--- src/rtl/rpi_pkg.sv ---
`timescale 1ns/1ps
package rpi_pkg;

    typedef enum logic [2:0] {
        CMD_IDLE   = 3'd0,
        CMD_ACK    = 3'd1,
        CMD_EOI_NS = 3'd2,
        CMD_EOI_SP = 3'd3,
        CMD_BASE   = 3'd4
    } rpi_cmd_e;

    // Fixed precedence among command strobes that arrive together.
    function automatic rpi_cmd_e pick_cmd(input logic a, input logic ns,
                                          input logic sp, input logic bs);
        if (a)       return CMD_ACK;
        else if (ns) return CMD_EOI_NS;
        else if (sp) return CMD_EOI_SP;
        else if (bs) return CMD_BASE;
        else         return CMD_IDLE;
    endfunction

endpackage

--- src/rtl/rpi_scan.sv ---
`timescale 1ns/1ps
// Rotated priority scan: returns the rank of the first set bit counting
// upward from base, or N_LINES when the vector is empty.
module rpi_scan #(
    parameter int N_LINES = 8,
    localparam int IW = $clog2(N_LINES)
) (
    input  logic [N_LINES-1:0] vec,
    input  logic [IW-1:0]      base,
    output logic [IW:0]        rank
);
    logic [IW-1:0] idx;

    always_comb begin
        rank = (IW+1)'(N_LINES);
        idx  = '0;
        for (int k = N_LINES - 1; k >= 0; k--) begin
            idx = base + IW'(k);
            if (vec[idx]) begin
                rank = (IW+1)'(k);
            end
        end
    end
endmodule

--- src/rtl/rpi_req_latch.sv ---
`timescale 1ns/1ps
// Per-line request capture: level lines follow the input, edge lines
// latch a rising transition and are cleared only by acknowledge.
module rpi_req_latch #(
    parameter int N_LINES = 8
) (
    input  logic [N_LINES-1:0] lines,
    input  logic [N_LINES-1:0] last_q,
    input  logic [N_LINES-1:0] trig_q,
    input  logic [N_LINES-1:0] irr_q,
    input  logic [N_LINES-1:0] clr,
    output logic [N_LINES-1:0] irr_d,
    output logic [N_LINES-1:0] last_d
);
    for (genvar i = 0; i < N_LINES; i++) begin : g_line
        always_comb begin
            if (trig_q[i]) begin
                irr_d[i] = lines[i];
            end else begin
                irr_d[i] = (irr_q[i] & ~clr[i]) | (lines[i] & ~last_q[i]);
            end
        end
        assign last_d[i] = lines[i];
    end
endmodule

--- src/rtl/rpi_core.sv ---
`timescale 1ns/1ps
module rpi_core #(
    parameter int             N_LINES         = 8,
    parameter logic [N_LINES-1:0] TRIG_WRITE_MASK = 8'hF8,
    parameter int             IS_MASTER       = 1,
    parameter int             CASCADE_LINE    = 2,
    localparam int            IW              = $clog2(N_LINES)
) (
    input  logic               clk,
    input  logic               rst_n,
    input  logic [N_LINES-1:0] lines_in,
    input  logic               imr_we,
    input  logic [N_LINES-1:0] imr_wdata,
    input  logic               trig_we,
    input  logic [N_LINES-1:0] trig_wdata,
    input  logic               ack,
    input  logic               eoi_ns,
    input  logic               eoi_sp,
    input  logic [IW-1:0]      eoi_sp_line,
    input  logic               eoi_rot,
    input  logic               setbase_en,
    input  logic [IW-1:0]      setbase_line,
    input  logic               auto_eoi_en,
    input  logic               rot_auto_eoi_en,
    input  logic               sfn_en,
    output logic               irq_out,
    output logic [IW-1:0]      irq_line,
    output logic [N_LINES-1:0] irr_out,
    output logic [N_LINES-1:0] isr_out,
    output logic [N_LINES-1:0] imr_out,
    output logic [N_LINES-1:0] trig_out,
    output logic [IW-1:0]      base_out
);
    import rpi_pkg::*;

    typedef struct packed {
        logic [N_LINES-1:0] irr;
        logic [N_LINES-1:0] isr;
        logic [N_LINES-1:0] imr;
        logic [N_LINES-1:0] trig;
        logic [N_LINES-1:0] last;
        logic [IW-1:0]      base;
        logic               irq;
        logic [IW-1:0]      line;
    } st_t;

    st_t st_q, st_d;

    logic [N_LINES-1:0] req_vec_d, isr_eff_d, clr_d;
    logic [N_LINES-1:0] irr_lat_d, last_lat_d;
    logic [N_LINES-1:0] win_bit_d, hi_isr_bit_d, sp_bit_d;
    logic [IW:0]        req_rank_d, cur_rank_d, hi_rank_d;
    logic [IW-1:0]      win_line_d, hi_line_d;
    logic               pend_d, hi_found_d;
    rpi_cmd_e           cmd_d;

    // Resolution inputs
    always_comb begin
        req_vec_d = st_q.irr & ~st_q.imr;
        isr_eff_d = st_q.isr;
        if ((IS_MASTER != 0) && sfn_en) begin
            isr_eff_d[CASCADE_LINE] = 1'b0;
        end
    end

    rpi_scan #(.N_LINES(N_LINES)) u_req_scan (
        .vec  (req_vec_d),
        .base (st_q.base),
        .rank (req_rank_d)
    );

    rpi_scan #(.N_LINES(N_LINES)) u_cur_scan (
        .vec  (isr_eff_d),
        .base (st_q.base),
        .rank (cur_rank_d)
    );

    rpi_scan #(.N_LINES(N_LINES)) u_eoi_scan (
        .vec  (st_q.isr),
        .base (st_q.base),
        .rank (hi_rank_d)
    );

    always_comb begin
        pend_d       = ~req_rank_d[IW] && (req_rank_d < cur_rank_d);
        win_line_d   = st_q.base + req_rank_d[IW-1:0];
        hi_found_d   = ~hi_rank_d[IW];
        hi_line_d    = st_q.base + hi_rank_d[IW-1:0];
        win_bit_d    = N_LINES'(1) << win_line_d;
        hi_isr_bit_d = N_LINES'(1) << hi_line_d;
        sp_bit_d     = N_LINES'(1) << eoi_sp_line;
        cmd_d        = pick_cmd(ack, eoi_ns, eoi_sp, setbase_en);
    end

    // Acknowledge clears the request only on edge-mode lines.
    always_comb begin
        clr_d = '0;
        if (cmd_d == CMD_ACK && pend_d) begin
            clr_d = win_bit_d & ~st_q.trig;
        end
    end

    rpi_req_latch #(.N_LINES(N_LINES)) u_latch (
        .lines  (lines_in),
        .last_q (st_q.last),
        .trig_q (st_q.trig),
        .irr_q  (st_q.irr),
        .clr    (clr_d),
        .irr_d  (irr_lat_d),
        .last_d (last_lat_d)
    );

    // Next-state computation
    always_comb begin
        st_d      = st_q;
        st_d.irr  = irr_lat_d;
        st_d.last = last_lat_d;

        unique case (cmd_d)
            CMD_ACK: begin
                if (pend_d) begin
                    if (!auto_eoi_en) begin
                        st_d.isr = st_q.isr | win_bit_d;
                    end else if (rot_auto_eoi_en) begin
                        st_d.base = win_line_d + IW'(1);
                    end
                end
            end
            CMD_EOI_NS: begin
                if (hi_found_d) begin
                    st_d.isr = st_q.isr & ~hi_isr_bit_d;
                    if (eoi_rot) begin
                        st_d.base = hi_line_d + IW'(1);
                    end
                end
            end
            CMD_EOI_SP: begin
                st_d.isr = st_q.isr & ~sp_bit_d;
                if (eoi_rot) begin
                    st_d.base = eoi_sp_line + IW'(1);
                end
            end
            CMD_BASE: begin
                st_d.base = setbase_line + IW'(1);
            end
            default: begin
            end
        endcase

        if (imr_we) begin
            st_d.imr = imr_wdata;
        end
        if (trig_we) begin
            st_d.trig = trig_wdata & TRIG_WRITE_MASK;
        end

        st_d.irq  = pend_d;
        st_d.line = pend_d ? win_line_d : '0;
    end

    always_ff @(posedge clk or negedge rst_n) begin
        if (!rst_n) begin
            st_q <= '0;
        end else begin
            st_q <= st_d;
        end
    end

    assign irq_out  = st_q.irq;
    assign irq_line = st_q.line;
    assign irr_out  = st_q.irr;
    assign isr_out  = st_q.isr;
    assign imr_out  = st_q.imr;
    assign trig_out = st_q.trig;
    assign base_out = st_q.base;

endmodule

--- config.mk ---
export PLATFORM = sky130hd
export DESIGN_NAME = rpi_core
export DESIGN_NICKNAME = d
export VERILOG_FILES = /design/src/rtl/rpi_pkg.sv /design/src/rtl/rpi_scan.sv /design/src/rtl/rpi_req_latch.sv /design/src/rtl/rpi_core.sv
export SDC_FILE = /design/constraint.sdc
export NUM_CORES = 1
export LEC_CHECK = 0
export BUFFER_PORTS_ARGS = -buffer_cell sky130_fd_sc_hd__buf_2
export CORE_MARGIN = 5
export CORE_UTILIZATION = 56
export CTS_CLUSTER_DIAMETER = 100
export DETAILED_ROUTE_END_ITERATION = 16
export HOLD_SLACK_MARGIN = 0.12
export PLACE_DENSITY_LB_ADDON = 0.2
export SLEW_MARGIN = 20
export SYNTH_ARGS = -nofsm -noshare
export SYNTH_HDL_FRONTEND = slang
export SYNTH_SLANG_ARGS = --single-unit
--- constraint.sdc ---
create_clock -name clk -period 4.82 [get_ports clk]
set_clock_uncertainty 0.05 [all_clocks]
set_input_delay 0.241 -clock clk [delete_from_list [all_inputs] [get_ports clk]]
set_output_delay 0.241 -clock clk [all_outputs]
set_load 0.02 [all_outputs]
==> impl_metrics.py, run 1 <==
metrics = {
    "global_routing": {
        "first_global_vias": 3030,
        "pin_count_of_the_biggest_net_entering_global_routing": 45,
        "grt_antenna_before_repair": 0,
        "remaining_global_route_overflow": 0,
        "wire_length_of_the_first_global_routing_pass_mm": 15.1,
        "globalRouteTotalUtil_pct": 22.0,
    },
    "drt": {
        "detail_route.iter0.violations": 161,
        "drtPass1Iterations": 4,
        "routed_wirelength_mm": 9.05,
        "avgRoutedWirePerCell_microns": 17.5,
        "avgViaCountPerCell": 6.18,
        "ant_nets": 0,
        "route.vias.total": 3188,
        "drcViolationCount": 0,
    },
    "place": {
        "gp_congestion": 0.889,
        "setup_ws_pre_cts_ns": 0.491,
        "total_half_perimeter_wirelength_after_legalization_and_detailed_placement_mm": 7.08,
        "buffer_ports.inserted": 74,
    },
    "timing": {
        "worst-slew-pin-transition_ns": 0.945,
        "sum_of_negative_setup_slack_ns": 0,
        "post-route-min-period_ns": 4.38,
        "maxSlewViolCount": 0,
        "hold_viol": 0,
        "worst_hold_slack_ns": 0.120,
        "rsz0062_at_grt": "false",
        "period_share_pct": 90.9,
        "timing.max_slew.rel_slack_pct": 37.0,
        "setup_viol": 0,
        "final.setup.worst_slack_ns": 0.437,
        "fmax_mhz": 228,
    },
    "floorplan": {
        "dieHeight_microns": 91.9,
        "design.core.area_sq_mm": 0.00646,
        "initial_utilization_pct": 58.2,
        "die_outline_area_sq_mm": 0.00845,
        "die_width_microns": 91.9,
        "io-pin-count": 81,
        "placement_rows": 29,
    },
    "cts": {
        "clkSlewWorstSetupHoldPaths_ns": 0.09,
        "clock_insertion_delay_worst_skew_ns": 0.29,
        "tritoncts_clock_tree": "done",
        "cts_made_buffers": 5,
        "cts.root.buffer_cell": "sky130_fd_sc_hd__clkbuf_8",
        "h_tree_level_count": 2,
        "clkSinkCount": 44,
        "postCtsSetupBuffers": 0,
        "cts_buffer_depth": 2,
    },
    "synthesis": {
        "synth_largest_type_area_fraction_pct": 29.3,
        "yosys-top-cells-area": "sky130_fd_sc_hd__dfrtp_1, sky130_fd_sc_hd__buf_4, sky130_fd_sc_hd__mux2_2",
        "synth_flop_cell": "sky130_fd_sc_hd__dfrtp_1",
        "synth-seq-cells": 44,
        "syn-instance-count": 389,
        "syn-mean-instance-area_sq_um": 9.67,
        "synth_simple_gate_area_share_pct": 14.2,
        "synth_top_cell_by_area": "sky130_fd_sc_hd__dfrtp_1",
        "syn-cell-area_sq_mm": 0.00376,
        "async_flop_share_pct": 100,
        "synth.area.mux_share_pct": 20.1,
        "synth_adder_area_share_pct": 3.73,
        "synth_xor_area_share_pct": 3.19,
        "yosys_warnings": 0,
        "synth-edff-count": 0,
        "synth_compound_area_share_pct": 17.5,
        "main_combinational_cell_family_by_area_after_synthesis": "multiplexers",
        "netlist-cell-type-count": 63,
        "share_of_the_yosys_chip_area_belonging_to_registers_pct": 29.3,
    },
    "cells_and_area": {
        "antenna_cells_inserted": 0,
        "area.sequential_sq_mm": 0.00110,
        "multi_input_comb_area_sq_mm": 0.00222,
        "fillers": 552,
        "finish.net_count": 490,
        "finalCoreUtilization_pct": 64.1,
        "flow.area_growth_from_synthesis_pct": 10.1,
        "share_of_layout_cells_above_drive_strength_1_pct": 29.4,
    },
    "flow_run": {
        "timing.max_cap.violations": 0,
    },
    "worst_setup_path": {
        "critical_path_arrival_ns": 4.51,
        "cpMaxStageDelayCell": "sky130_fd_sc_hd__ha_1",
        "required_ns": 4.95,
        "start_kind": "flip-flop",
        "critical_path_class": "reg2reg",
        "critical_path.cell_chain": "inv_2 -> ha_1 -> mux4_1 -> o21a_1 -> a21boi_0 -> nor3b_1 -> nand2_1 -> ha_1 -> o211ai_1 -> o221ai_1 -> a2bb2oi_1 -> mux2_2",
        "timing.critical_path.to_type": "flip-flop",
        "critical-path-max-stage-delay_ns": 0.64,
        "path_max_fanout": 14,
        "cell_with_the_most_instances_on_the_worst_path": "sky130_fd_sc_hd__ha_1",
    },
    "worst_hold_path": {
        "worstHoldPathType": "in2reg",
    },
    "status": {
        "run_status": "complete, no violations",
    },
}
logic make-up (layout without fill, tap and decap cells):
kind of cell,after synthesis,in the layout
other,1,3
xor gates and xnor gates,12,12
AOI/OAI and AO/OA,92,92
and+or+nand+nor,105,105
muxes,50,50
adders and majority gates,10,10
buffers and inverters,75,123
DFF,44,44
through the flow:
stage	cell area (sq um)	std cells
2_1_floorplan	3770	391
3_3_place_gp	3920	496
5_1_grt	4140	516
6_report	4140	516
3_5_place_dp	3920	496
4_1_cts	4130	515
area by class of cell:
cell class              instances  share of cell area (%)
multi-input cells             272                    53.6
flip-flops and latches         44                    26.6
well taps                      77                    2.33
clock buffers                   6                    2.00
repair buffers                 93                    13.1
clock inverters                 2                   0.363
inverters                      22                    2.00
metal layers:
layer  global-route usage, %  share of wire (%)
met4                    4.46               0.96
met3                    2.86                5.3
met2                    36.4                 50
met1                    31.1                 44
met5                       0                  0
sequential cells by signal (all words and copies together), names as in the netlist:
| name | flops |
|---|---|
| base_out | 3 |
| irq_out | 1 |
| irr_out | 8 |
| imr_out | 8 |
| irq_line | 3 |
| st_q | 8 |
| isr_out | 8 |
| trig_out | 5 |
Yosys cell counts, types with 3 or more instances:
master	n
sky130_fd_sc_hd__nand3_1	8
sky130_fd_sc_hd__o32a_1	3
sky130_fd_sc_hd__a31oi_1	4
sky130_fd_sc_hd__buf_4	40
sky130_fd_sc_hd__nand4_1	4
sky130_fd_sc_hd__nand2_1	28
sky130_fd_sc_hd__buf_2	6
sky130_fd_sc_hd__xor2_1	4
sky130_fd_sc_hd__o41ai_1	10
sky130_fd_sc_hd__clkbuf_1	5
sky130_fd_sc_hd__a22oi_1	3
sky130_fd_sc_hd__o31ai_1	6
sky130_fd_sc_hd__o211ai_1	5
sky130_fd_sc_hd__a21oi_1	10
sky130_fd_sc_hd__xnor2_1	6
sky130_fd_sc_hd__dfrtp_1	44
sky130_fd_sc_hd__inv_1	20
sky130_fd_sc_hd__a32oi_1	4
sky130_fd_sc_hd__mux4_1	8
sky130_fd_sc_hd__o21ai_0	26
sky130_fd_sc_hd__nor3b_1	3
sky130_fd_sc_hd__a211oi_1	3
sky130_fd_sc_hd__mux2i_1	14
sky130_fd_sc_hd__nor3_1	6
sky130_fd_sc_hd__mux2_2	20
sky130_fd_sc_hd__ha_1	8
sky130_fd_sc_hd__nor2b_1	15
sky130_fd_sc_hd__nand2b_1	6
sky130_fd_sc_hd__mux4_2	8
sky130_fd_sc_hd__nor2_1	22
layout by cell type, fill, tap and decap left out, drive strengths merged, types with 12 or more instances in the layout:
cell         synthesis  routed
buf                 47      81
dfrtp               44      44
dlygate4sd3          0      12
inv                 21      21
mux2                20      20
mux2i               14      14
mux4                16      16
nand2               28      28
nor2                22      22
nor2b               15      15
o21ai               27      27
critical path, delay by kind of cell, from the launching register on:
kind	cells	cell delay (ns)
AND/OR/NAND/NOR	2	0.39
AO/OA/AOI/OAI	5	1.29
flip-flops	1	0.57
buffers and inverters	1	0.18
adder cells (fa/ha/maj)	2	0.93
multiplexers	2	0.87
worst paths after layout:
kind | slack [ns] | depth (start not counted) | start | endpoint
setup / recovery | 0.44 | 12 | base_out[0] | base_out[1]
hold / removal | 0.12 | 2 | imr_wdata[5] | imr_out[5]
setup reg to reg | 0.44 | 12 | base_out[0] | base_out[1]
hold reg to reg | 0.37 | 1 | st_q[9] | irr_out[2]
max in group asynchronous | 3.56 | 2 | rst_n | irr_out[7]
min in group asynchronous | 0.58 | 2 | rst_n | imr_out[1]
what timing repair did:
action | in CTS | in global routing
endpoints found under the hold margin | 54 | 1
hold buffers | 11 | 1
resized for setup | 0 | 0
Power of run 1 is not shown: default switching activity piles up to over one toggle a cycle in this logic, so the estimate is an artifact.
==> run 2, diff against run 1 <==
--- a/config.mk
+++ b/config.mk
@@ -12,6 +12,7 @@
 export DETAILED_ROUTE_END_ITERATION = 16
 export HOLD_SLACK_MARGIN = 0.12
 export PLACE_DENSITY_LB_ADDON = 0.2
+export REMOVE_ABC_BUFFERS = 1
 export SLEW_MARGIN = 20
 export SYNTH_ARGS = -nofsm -noshare
 export SYNTH_HDL_FRONTEND = slang
==> run 2 against run 1 <==
  * Sequential share of layout area rose by 0.37 points
  * Highest routed layer unchanged
  * Critical path type unchanged
  * Critical path depth stayed put
  * Non-clock buffer count is 6 lower
  * Fmax grew 1.7%
  * Global-route usage decreased by 0.20 points
  * Count of clock-buffer cells in the layout increased by 1
  * Final area fell by 1.4%
  * Wire length is 1.9% higher
  * Critical endpoint unchanged
  * Core utilization is 0.87 points lower
  * First-iteration DRC count down 1.9%
==> impl_metrics.py, run 2 (synthesized netlist as in run 1, its figures left out) <==
metrics = {
    "status": {
        "run_status": "complete, no violations",
    },
    "timing": {
        "maxSlewViolCount": 0,
        "post-route-min-period_ns": 4.31,
        "fmax_mhz": 232,
        "worst_hold_slack_ns": 0.128,
        "hold_viol": 0,
        "rsz0062_at_grt": "false",
        "period_share_pct": 89.4,
        "final.setup.worst_slack_ns": 0.509,
        "setup_viol": 0,
        "worst-slew-pin-transition_ns": 0.945,
        "timing.max_slew.rel_slack_pct": 37.0,
        "sum_of_negative_setup_slack_ns": 0,
    },
    "cts": {
        "cts_resized": 0,
        "clkSlewWorstSetupHoldPaths_ns": 0.08,
        "cts.root.buffer_cell": "sky130_fd_sc_hd__clkbuf_8",
        "cts_made_buffers": 5,
        "h_tree_level_count": 2,
        "postCtsSetupBuffers": 0,
        "cts_buffer_depth": 2,
        "clock_insertion_delay_worst_skew_ns": 0.29,
        "tritoncts_clock_tree": "done",
        "clkSinkCount": 44,
    },
    "drt": {
        "detail_route.iter0.violations": 158,
        "avgViaCountPerCell": 6.16,
        "ant_nets": 0,
        "avgRoutedWirePerCell_microns": 18.1,
        "routed_wirelength_mm": 9.22,
        "route.vias.total": 3140,
        "drtPass1Iterations": 5,
        "drcViolationCount": 0,
    },
    "worst_setup_path": {
        "critical_path_class": "reg2reg",
        "critical_path_arrival_ns": 4.45,
        "reg2reg_slack_ns": 0.51,
        "required_ns": 4.95,
        "rr_worst_depth": 12,
        "start_kind": "flip-flop",
        "timing.critical_path.to_type": "flip-flop",
        "path_max_fanout": 14,
    },
    "cells_and_area": {
        "fillers": 538,
        "area.sequential_sq_mm": 0.00110,
        "antenna_cells_inserted": 0,
        "share_of_layout_cells_above_drive_strength_1_pct": 28.9,
        "finish.net_count": 484,
        "layout.cells.non_filler": 510,
        "final_common_cell": "sky130_fd_sc_hd__buf_2",
        "multi_input_comb_area_sq_mm": 0.00222,
        "commonest_non_fill_non_tap_cells_in_the_layout": "sky130_fd_sc_hd__buf_2, sky130_fd_sc_hd__dfrtp_1, sky130_fd_sc_hd__nand2_1",
        "flow.area_growth_from_synthesis_pct": 8.59,
    },
    "worst_hold_path": {
        "min_delay_path_depth": 2,
        "worstHoldPathType": "in2reg",
    },
    "place": {
        "buffer_ports.inserted": 74,
        "gp_congestion": 0.939,
        "total_half_perimeter_wirelength_after_legalization_and_detailed_placement_mm": 7.07,
        "setup_ws_pre_cts_ns": 0.587,
        "place_inst": 493,
    },
    "global_routing": {
        "grt_antenna_before_repair": 0,
        "wire_length_of_the_first_global_routing_pass_mm": 14.9,
        "remaining_global_route_overflow": 0,
        "pin_count_of_the_biggest_net_entering_global_routing": 45,
        "globalRouteTotalUtil_pct": 21.8,
        "first_global_vias": 3078,
    },
    "floorplan": {
        "design.core.area_sq_mm": 0.00646,
        "initial_utilization_pct": 58.2,
        "io-pin-count": 81,
        "placement_rows": 29,
        "dieHeight_microns": 91.9,
        "die_outline_area_sq_mm": 0.00845,
        "die_width_microns": 91.9,
    },
    "flow_run": {
        "timing.max_cap.violations": 0,
    },
}
-- run 2: cell types whose count changed in the layout (fill, tap and decap cells not counted), sizes merged --
cell,change
buf,-3
dlygate4sd3,-3
clkbuf,+1
clkinvlp,-1
-- run 2: routing by layer --
| metal | track usage (%) | vias to the layer above | share of wire, % |
|---|---|---|---|
| met1 | 29.3 | 1531 | 44 |
| met2 | 36.4 | 105 | 49 |
| met4 | 6.19 | 0 | 1.6 |
| met5 | 0 | - | 0 |
| met3 | 3.52 | 15 | 5.2 |
| li1 | - | 1489 | - |
-- run 2: path summary, 6_finish.rpt --
check	from	end
hold reg to reg	st_q[7]	irr_out[0]
hold / removal	trig_wdata[7]	trig_out[7]
min in group asynchronous	rst_n	trig_out[5]
setup reg to reg	base_out[1]	base_out[1]
max in group asynchronous	rst_n	isr_out[6]
setup / recovery	base_out[1]	base_out[1]
-- run 2: metrics by stage --
step,area (sq um),util (%)
global placement,3900,60.4
finish,4080,63.2
CTS,4080,63.2
global route,4080,63.2
detailed placement,3900,60.4
floorplan,3400,-
-- run 2: layout make-up --
| class | count | share of cell area (%) |
|---|---|---|
| Multi-Input combinational cell | 272 | 54.3 |
| Sequential cell | 44 | 27.0 |
| Timing Repair Buffer | 87 | 12.0 |
| Tap cell | 77 | 2.36 |
| Clock buffer | 7 | 2.11 |
| Inverter | 22 | 2.02 |
| Clock inverter | 1 | 0.184 |
-- run 2: critical path, stage by stage, from the launching register on --
cell and delay (ns):
sky130_fd_sc_hd__dfrtp_1 0.37, sky130_fd_sc_hd__inv_1 0.13, sky130_fd_sc_hd__ha_1 0.64, sky130_fd_sc_hd__mux4_1 0.49
sky130_fd_sc_hd__nand2_1 0.13, sky130_fd_sc_hd__a21boi_0 0.35, sky130_fd_sc_hd__nor3b_1 0.29, sky130_fd_sc_hd__nand2_1 0.09
sky130_fd_sc_hd__ha_1 0.30, sky130_fd_sc_hd__o211ai_1 0.09, sky130_fd_sc_hd__o221ai_1 0.40, sky130_fd_sc_hd__a2bb2oi_1 0.49
sky130_fd_sc_hd__mux2_2 0.39
-- run 2: what timing repair did --
action / in CTS / in global routing
hold buffers: 9 / 0
endpoints found under the setup margin: 0 / 0
endpoints found under the hold margin: 52 / 0
Power of run 2 is left out for the same reason.
==> run 3, diff against run 2 <==
--- a/config.mk
+++ b/config.mk
@@ -8,11 +8,13 @@
 export BUFFER_PORTS_ARGS = -buffer_cell sky130_fd_sc_hd__buf_2
 export CORE_MARGIN = 5
 export CORE_UTILIZATION = 56
-export CTS_CLUSTER_DIAMETER = 100
+export CTS_CLUSTER_DIAMETER = 150
 export DETAILED_ROUTE_END_ITERATION = 16
 export HOLD_SLACK_MARGIN = 0.12
 export PLACE_DENSITY_LB_ADDON = 0.2
+export RECOVER_POWER = 100
 export REMOVE_ABC_BUFFERS = 1
+export SKIP_CTS_REPAIR_TIMING = 1
 export SLEW_MARGIN = 20
 export SYNTH_ARGS = -nofsm -noshare
 export SYNTH_HDL_FRONTEND = slang
==> run 3 against run 2 <==
  * The run now ends with max-capacitance violations, max-slew violations left
  * First-iteration DRC count down 3.8%
  * Register-to-register slack worse by 0.03 ns
  * Global-route usage is 0.35 points lower
  * Core utilization is 0.93 points lower
  * Via count rose by 0.73%
  * Largest cell class unchanged
==> impl_metrics.py, run 3 (synthesized netlist as in run 1, its figures left out) <==
metrics = {
    "drt": {
        "route.vias.total": 3163,
        "drcViolationCount": 0,
        "avgViaCountPerCell": 6.20,
        "drtPass1Iterations": 4,
        "detail_route.iter0.violations": 152,
        "avgRoutedWirePerCell_microns": 18.1,
        "routed_wirelength_mm": 9.24,
        "ant_nets": 0,
    },
    "place": {
        "gp_congestion": 0.939,
        "placed_cell_area_sq_mm": 0.00390,
        "setup_ws_pre_cts_ns": 0.587,
        "buffer_ports.inserted": 74,
        "total_half_perimeter_wirelength_after_legalization_and_detailed_placement_mm": 7.07,
    },
    "floorplan": {
        "initial_utilization_pct": 58.2,
        "io-pin-count": 81,
        "die_outline_area_sq_mm": 0.00845,
        "design.core.area_sq_mm": 0.00646,
        "die_width_microns": 91.9,
        "dieHeight_microns": 91.9,
        "placement_rows": 29,
    },
    "global_routing": {
        "wire_length_of_the_first_global_routing_pass_mm": 14.7,
        "globalRouteTotalUtil_pct": 21.4,
        "pin_count_of_the_biggest_net_entering_global_routing": 45,
        "first_global_vias": 3045,
        "remaining_global_route_overflow": 0,
        "grt_antenna_before_repair": 0,
    },
    "cells_and_area": {
        "area.sequential_sq_mm": 0.00110,
        "flow.area_growth_from_synthesis_pct": 6.99,
        "multi_input_comb_area_sq_mm": 0.00221,
        "final_common_cell": "sky130_fd_sc_hd__dfrtp_1",
        "commonest_non_fill_non_tap_cells_in_the_layout": "sky130_fd_sc_hd__dfrtp_1, sky130_fd_sc_hd__clkbuf_1, sky130_fd_sc_hd__buf_2",
        "finish.net_count": 484,
        "fillers": 564,
        "finalCoreUtilization_pct": 62.3,
        "stdcell_area_sq_mm": 0.00402,
        "antenna_cells_inserted": 0,
        "share_of_layout_cells_above_drive_strength_1_pct": 18.9,
    },
    "timing": {
        "worst-slew-pin-transition_ns": 2.27,
        "post-route-min-period_ns": 4.34,
        "final.setup.worst_slack_ns": 0.480,
        "rsz0062_at_grt": "false",
        "period_share_pct": 90.0,
        "timing.max_slew.rel_slack_pct": -51.2,
        "setup_viol": 0,
        "worst_hold_slack_ns": 0.126,
        "hold_viol": 0,
        "maxSlewViolCount": 45,
        "fmax_mhz": 230,
    },
    "cts": {
        "clkSinkCount": 44,
        "clock_insertion_delay_worst_skew_ns": 0.29,
        "clkSlewWorstSetupHoldPaths_ns": 0.08,
        "cts_made_buffers": 5,
        "tritoncts_clock_tree": "done",
        "cts_buffer_depth": 2,
        "cts.root.buffer_cell": "sky130_fd_sc_hd__clkbuf_8",
        "h_tree_level_count": 2,
    },
    "worst_setup_path": {
        "start_kind": "flip-flop",
        "required_ns": 4.93,
        "path_max_fanout": 23,
        "timing.critical_path.to_type": "flip-flop",
        "critical_path_arrival_ns": 4.45,
        "critical_path_class": "reg2reg",
    },
    "worst_hold_path": {
        "worstHoldPathType": "in2reg",
    },
    "flow_run": {
        "timing.max_cap.violations": 1,
    },
    "status": {
        "run_status": "finished with violations",
        "violations": "max-capacitance violations, max-slew violations",
    },
}
## run 3: worst max-delay path: stages, from the launching register on
cell and delay, ns:
sky130_fd_sc_hd__dfrtp_1 0.36, sky130_fd_sc_hd__buf_4 0.31, sky130_fd_sc_hd__ha_1 0.36, sky130_fd_sc_hd__xor2_1 0.43, sky130_fd_sc_hd__mux4_2 0.59, sky130_fd_sc_hd__nand3_1 0.08
sky130_fd_sc_hd__a31oi_1 0.18, sky130_fd_sc_hd__fa_1 0.46, sky130_fd_sc_hd__xnor2_1 0.18, sky130_fd_sc_hd__xnor2_1 0.70, sky130_fd_sc_hd__o32a_1 0.27, sky130_fd_sc_hd__xnor2_1 0.14
sky130_fd_sc_hd__mux2i_1 0.09
## run 3: per-layer routing
layer,global-route usage (%),routed length (microns),up-vias,part of all wire [%]
li1,-,-,1491,-
met1,28.8,4080,1537,44
met2,35.6,4460,120,48
met3,3.68,538,15,5.8
met4,6.19,155,0,1.7
met5,0,0,-,0
## run 3: layout make-up
class,count,area share (%)
inverter,22,2.05
clock inverter,1,0.187
clock buffer,7,2.15
tap,77,2.40
timing repair buffer,87,10.9
multi-input combinational,272,55.0
sequential,44,27.4
## run 3: metrics by stage
step	TNS (ns)	instances
floorplan	-0.164	338
global placement	0	493
detailed placement	0	493
CTS	0	501
global route	0	510
finish	0	510
## run 3: path summary, 6_finish.rpt
kind                                to  cells after the start           from  slack [ns]
max                        base_out[2]                     12    base_out[0]        0.48
min                        trig_out[7]                      2  trig_wdata[7]        0.13
max reg2reg                base_out[2]                     12    base_out[0]        0.48
min reg2reg                 irr_out[1]                      1        st_q[8]        0.37
max in group asynchronous   isr_out[6]                      2          rst_n        2.31
min in group asynchronous  trig_out[5]                      2          rst_n        1.12
Power of run 3 is left out for the same reason.
